## src/rtl/irq_sel_pkg.sv

```systemverilog
package irq_sel_pkg;
  localparam int IRQ_NUM_LINES = 6;
  localparam int IRQ_SEL_W     = 3;

  typedef enum logic {
    IRQ_EDGE  = 1'b0,
    IRQ_LEVEL = 1'b1
  } irq_mode_e;
endpackage

```

## src/rtl/irq_onehot_dec.sv

```systemverilog
module irq_onehot_dec #(
  parameter int NUM_LINES = 6,
  parameter int SEL_W     = 3
) (
  input  logic [SEL_W-1:0]     sel,
  input  logic                 en,
  output logic [NUM_LINES-1:0] hit
);
  for (genvar g = 0; g < NUM_LINES; g++) begin : g_dec
    localparam logic [SEL_W-1:0] CODE = SEL_W'(g);
    assign hit[g] = en && (sel == CODE);
  end

  always_comb begin

    onehot_dec_chk: assert ($onehot0(hit) || $isunknown(hit));
  end
endmodule

```

## src/rtl/irq_pad_ctrl.sv

```systemverilog
module irq_pad_ctrl
  import irq_sel_pkg::*;
(
  input  logic      clk,
  input  logic      rst,
  input  logic      hit,
  input  logic      pending,
  input  irq_mode_e mode,
  output logic      drv_q,
  output logic      oe_q
);
  logic drv_d, oe_d;

  always_comb begin
    drv_d = 1'b0;
    oe_d  = 1'b0;
    if (hit) begin
      if (mode == IRQ_EDGE) begin
        oe_d  = 1'b1;
        drv_d = pending;
      end else begin
        oe_d  = pending;
        drv_d = 1'b0;
      end
    end
  end

  always_ff @(posedge clk) begin
    if (rst) begin
      drv_q <= 1'b0;
      oe_q  <= 1'b0;
    end else begin
      drv_q <= drv_d;
      oe_q  <= oe_d;
    end
  end


  level_never_high_chk: assert property (@(posedge clk) disable iff (rst)
    (hit && mode == IRQ_LEVEL) |=> !drv_q);


  unselected_quiet_chk: assert property (@(posedge clk) disable iff (rst)
    !hit |=> (!oe_q && !drv_q));
endmodule

```

## src/rtl/irq_line_router.sv

```systemverilog
module irq_line_router
  import irq_sel_pkg::*;
#(
  parameter int NUM_LINES = IRQ_NUM_LINES,
  parameter int SEL_W     = IRQ_SEL_W
) (
  input  logic                 clk,
  input  logic                 rst,
  input  logic                 irq_pending_i,
  input  logic [SEL_W-1:0]     line_sel_i,
  input  logic                 level_mode_i,
  input  logic                 enable_i,
  output logic [NUM_LINES-1:0] line_drv_o,
  output logic [NUM_LINES-1:0] line_oe_o
);
  localparam logic [NUM_LINES-1:0] ONE_LINE = NUM_LINES'(1);

  irq_mode_e            mode_w;
  logic [NUM_LINES-1:0] hit_w;
  logic [NUM_LINES-1:0] drv_q, oe_q;

  assign mode_w = irq_mode_e'(level_mode_i);

  irq_onehot_dec #(.NUM_LINES(NUM_LINES), .SEL_W(SEL_W)) u_dec (
    .sel (line_sel_i),
    .en  (enable_i),
    .hit (hit_w)
  );

  for (genvar g = 0; g < NUM_LINES; g++) begin : g_line
    irq_pad_ctrl u_pad (
      .clk     (clk),
      .rst     (rst),
      .hit     (hit_w[g]),
      .pending (irq_pending_i),
      .mode    (mode_w),
      .drv_q   (drv_q[g]),
      .oe_q    (oe_q[g])
    );
  end

  // Reset releases the pads in the same cycle, without waiting for an edge.
  assign line_oe_o  = rst ? '0 : oe_q;
  assign line_drv_o = rst ? '0 : drv_q;

  always_comb begin
    if (rst === 1'b1) begin

      reset_hiz_chk: assert (line_oe_o == '0);
    end
  end


  single_line_chk: assert property (@(posedge clk) disable iff (rst)
    $onehot0(line_oe_o));


  edge_pend_chk: assert property (@(posedge clk) disable iff (rst)
    (enable_i && !level_mode_i && irq_pending_i && line_sel_i < SEL_W'(NUM_LINES))
    |=> (line_oe_o == (ONE_LINE << $past(line_sel_i)) &&
         line_drv_o == (ONE_LINE << $past(line_sel_i))));


  edge_idle_chk: assert property (@(posedge clk) disable iff (rst)
    (enable_i && !level_mode_i && !irq_pending_i && line_sel_i < SEL_W'(NUM_LINES))
    |=> (line_oe_o == (ONE_LINE << $past(line_sel_i)) && line_drv_o == '0));


  level_idle_chk: assert property (@(posedge clk) disable iff (rst)
    (enable_i && level_mode_i && !irq_pending_i) |=> (line_oe_o == '0));


  no_line_chk: assert property (@(posedge clk) disable iff (rst)
    (!enable_i || line_sel_i >= SEL_W'(NUM_LINES)) |=> (line_oe_o == '0 && line_drv_o == '0));
endmodule

```

## config.mk

```make
export PLATFORM = sky130hd
export DESIGN_NAME = irq_line_router
export DESIGN_NICKNAME = d
export VERILOG_FILES = /design/src/rtl/irq_sel_pkg.sv /design/src/rtl/irq_onehot_dec.sv /design/src/rtl/irq_pad_ctrl.sv /design/src/rtl/irq_line_router.sv
export SDC_FILE = /design/constraint.sdc
export NUM_CORES = 1
export LEC_CHECK = 0
export ABC_CLOCK_PERIOD_IN_PS = 1300
export BUFFER_PORTS_ARGS = -buffer_cell sky130_fd_sc_hd__buf_2
export CAP_MARGIN = 20
export CORE_AREA = 5 5 42 44
export DETAILED_ROUTE_END_ITERATION = 16
export DIE_AREA = 0 0 47 49
export PLACE_DENSITY = 0.71
export SLEW_MARGIN = 20
export SYNTH_ARGS = -nofsm -noshare
export SYNTH_HDL_FRONTEND = slang
export SYNTH_SLANG_ARGS = --single-unit
```

## constraint.sdc

```tcl
create_clock -name clk -period 1.3 [get_ports clk]
set_input_delay 0.195 -clock clk [delete_from_list [all_inputs] [get_ports clk]]
set_output_delay 0.195 -clock clk [all_outputs]
set_load 0.01 [all_outputs]
```

==> results.cfg <==
[status]
status = complete, no violations

[cells_and_area]
nets = 75
final_cell_mix = 19 x buf_2, 12 x nor2b_1, 12 x dfxtp_1
fillers = 155
utilization_pct = 42.1
design_area_um2 = 591
synthToLayoutAreaGrowth_pct = 31.1
final_layout_size_suffix_gt1_share_pct = 40.0
n_antenna_cell = 0
final_common_cell = buf_2

[die]
num_rows = 14
start_util_pct = 32.1
ios = 20
core_mm2 = 0.00140
die_y_um = 49
die_area_mm2 = 0.00230
die_w_um = 47

[sta]
rsz0062_at_grt = false
timing.fmax_mhz = 976
holdWs_ns = 0.189
setup_viol = 0
period_share_pct = 78.9
min_period_ns = 1.03
finalSetupTns_ns = 0
hold_viol = 0
slew_headroom_pct = 67.4
slew_violations = 0
worstMarginPinSlew_ns = 0.487

[global_route]
first_global_vias = 371
overflow = 0
grt_usage_pct = 9.27
grt_pass1_wl_mm = 1.55
grt_start_max_net_pins = 15
antenna_found_initial = 0

[pwr]
ir_drop_uv = 397
power.density_mw_per_mm2 = 1070
p_leak_nw = 0.268

[synthesis]
synthXorXnorAreaFrac_pct = 0
synth_area_um2 = 450
syn-num-nets = 51
yosys_warnings = 0
synth_mux_area_share_pct = 0
yosys.cell_types.count = 13
synth-simple-area-share_pct = 45.6
synthCells = 43
yosys.area_share.adder_pct = 0
synth.yosys.seq_area_share_pct = 53.3
syn_avg_cell_area_um2 = 10.5
ys_seq_elements = 12
synth_compound_area_share_pct = 0
synth_top_family_by_area = simple AND/OR/NAND/NOR gates

[clocking]
root_buffer = clkbuf_4
cts_buffers = 3
post_cts_buffers = 0
post_cts_resized = 0
clock_sinks = 12
clockBufferDepth = 2
htreeDepth = 1
cts_tree = built
holdBufCountCts = 0
clkTransAtPathRegs_ns = 0.06

[routing]
wl_per_cell_um = 11.1
wl_um = 897
dr.pass1.iters = 2
first_iter_violations = 5
num_vias = 365
ant_nets = 0
drc_errors = 0
viasPerCell = 4.51

[setup_path]
crit_type = reg2out
worst_ep_arrival_time_ns = 0.83
cp_max_fo = 1
cp-end-kind = output port
cp.required_ns = 1.11
start_kind = flip-flop

[min_path]
min_path_type = in2reg

[run]
cap_violations = 0

[place]
placed_cell_area_um2 = 568
port_buffers = 19
gp_congestion = 0.731
hpwl_um = 700
## layer usage
metal / track usage, % / wire [um] / up-vias
li1: - / - / 187
met1: 10.9 / 387 / 156
met2: 13.3 / 388 / 18
met3: 4.06 / 101 / 4
met4: 5.53 / 19 / 0
met5: 0 / 0 / -
## metrics by stage
stage | setup WS (ns) | total power (W) | cells
after floorplan | 0.339 | 0.000404 | 43
after global placement | 0.216 | 0.000427 | 78
after detailed placement | 0.190 | 0.000429 | 78
after CTS | 0.271 | 0.000633 | 81
after global routing | 0.194 | 0.000658 | 81
final | 0.275 | 0.000631 | 81
## logic make-up (layout without fill, tap and decap cells)
| group | count (synthesis) | after routing |
|---|---|---|
| AND/OR/NAND/NOR | 30 | 30 |
| flip-flops | 12 | 12 |
| buffers and inverters | 1 | 23 |
## critical path, stage by stage (launching register included)
cell	delay, ns
dfxtp_1	0.30
nor2b_1	0.12
buf_2	0.14
## synthesized netlist by cell type
library cell,instances,area (um2)
nand4bb_1,2,22.5
dfxtp_1,12,240
or4b_4,1,13.8
nor2b_1,12,75.1
nor2_1,6,22.5
nor3b_2,1,12.5
nor3b_1,2,15.0
nand3b_1,1,7.51
nor3_1,2,10.0
nor3_2,1,10.0
and2b_1,1,7.51
buf_2,1,5.00
or3b_1,1,8.76
## state kept, by name, summed over array words and instances (netlist names)
register / cells
g_line.u_pad.oe_q: 6
g_line.u_pad.drv_q: 6
## power by group
part	switching, W	internal, W	total (W)
Sequential	0.000000641	0.000371	0.000372
Combinational	0.0000266	0.0000219	0.0000485
Clock	0.000104	0.000107	0.000211
## layout make-up
| class | count | area, um2 | share of cell area (%) |
|---|---|---|---|
| tap | 16 | 20.0 | 3.39 |
| clock buffer | 3 | 22.5 | 3.81 |
| sequential | 12 | 240 | 40.7 |
| timing repair buffer | 20 | 103 | 17.4 |
| multi-input combinational | 30 | 205 | 34.7 |
## path summary, 6_finish.rpt
kind	startpoint	endpoint	depth (start not counted)
worst max-delay path	g_line[2].u_pad.drv_q	line_drv_o[2]	2
worst min-delay path	line_sel_i[0]	g_line[0].u_pad.oe_q	2
Power figures use the tool's default switching activity.
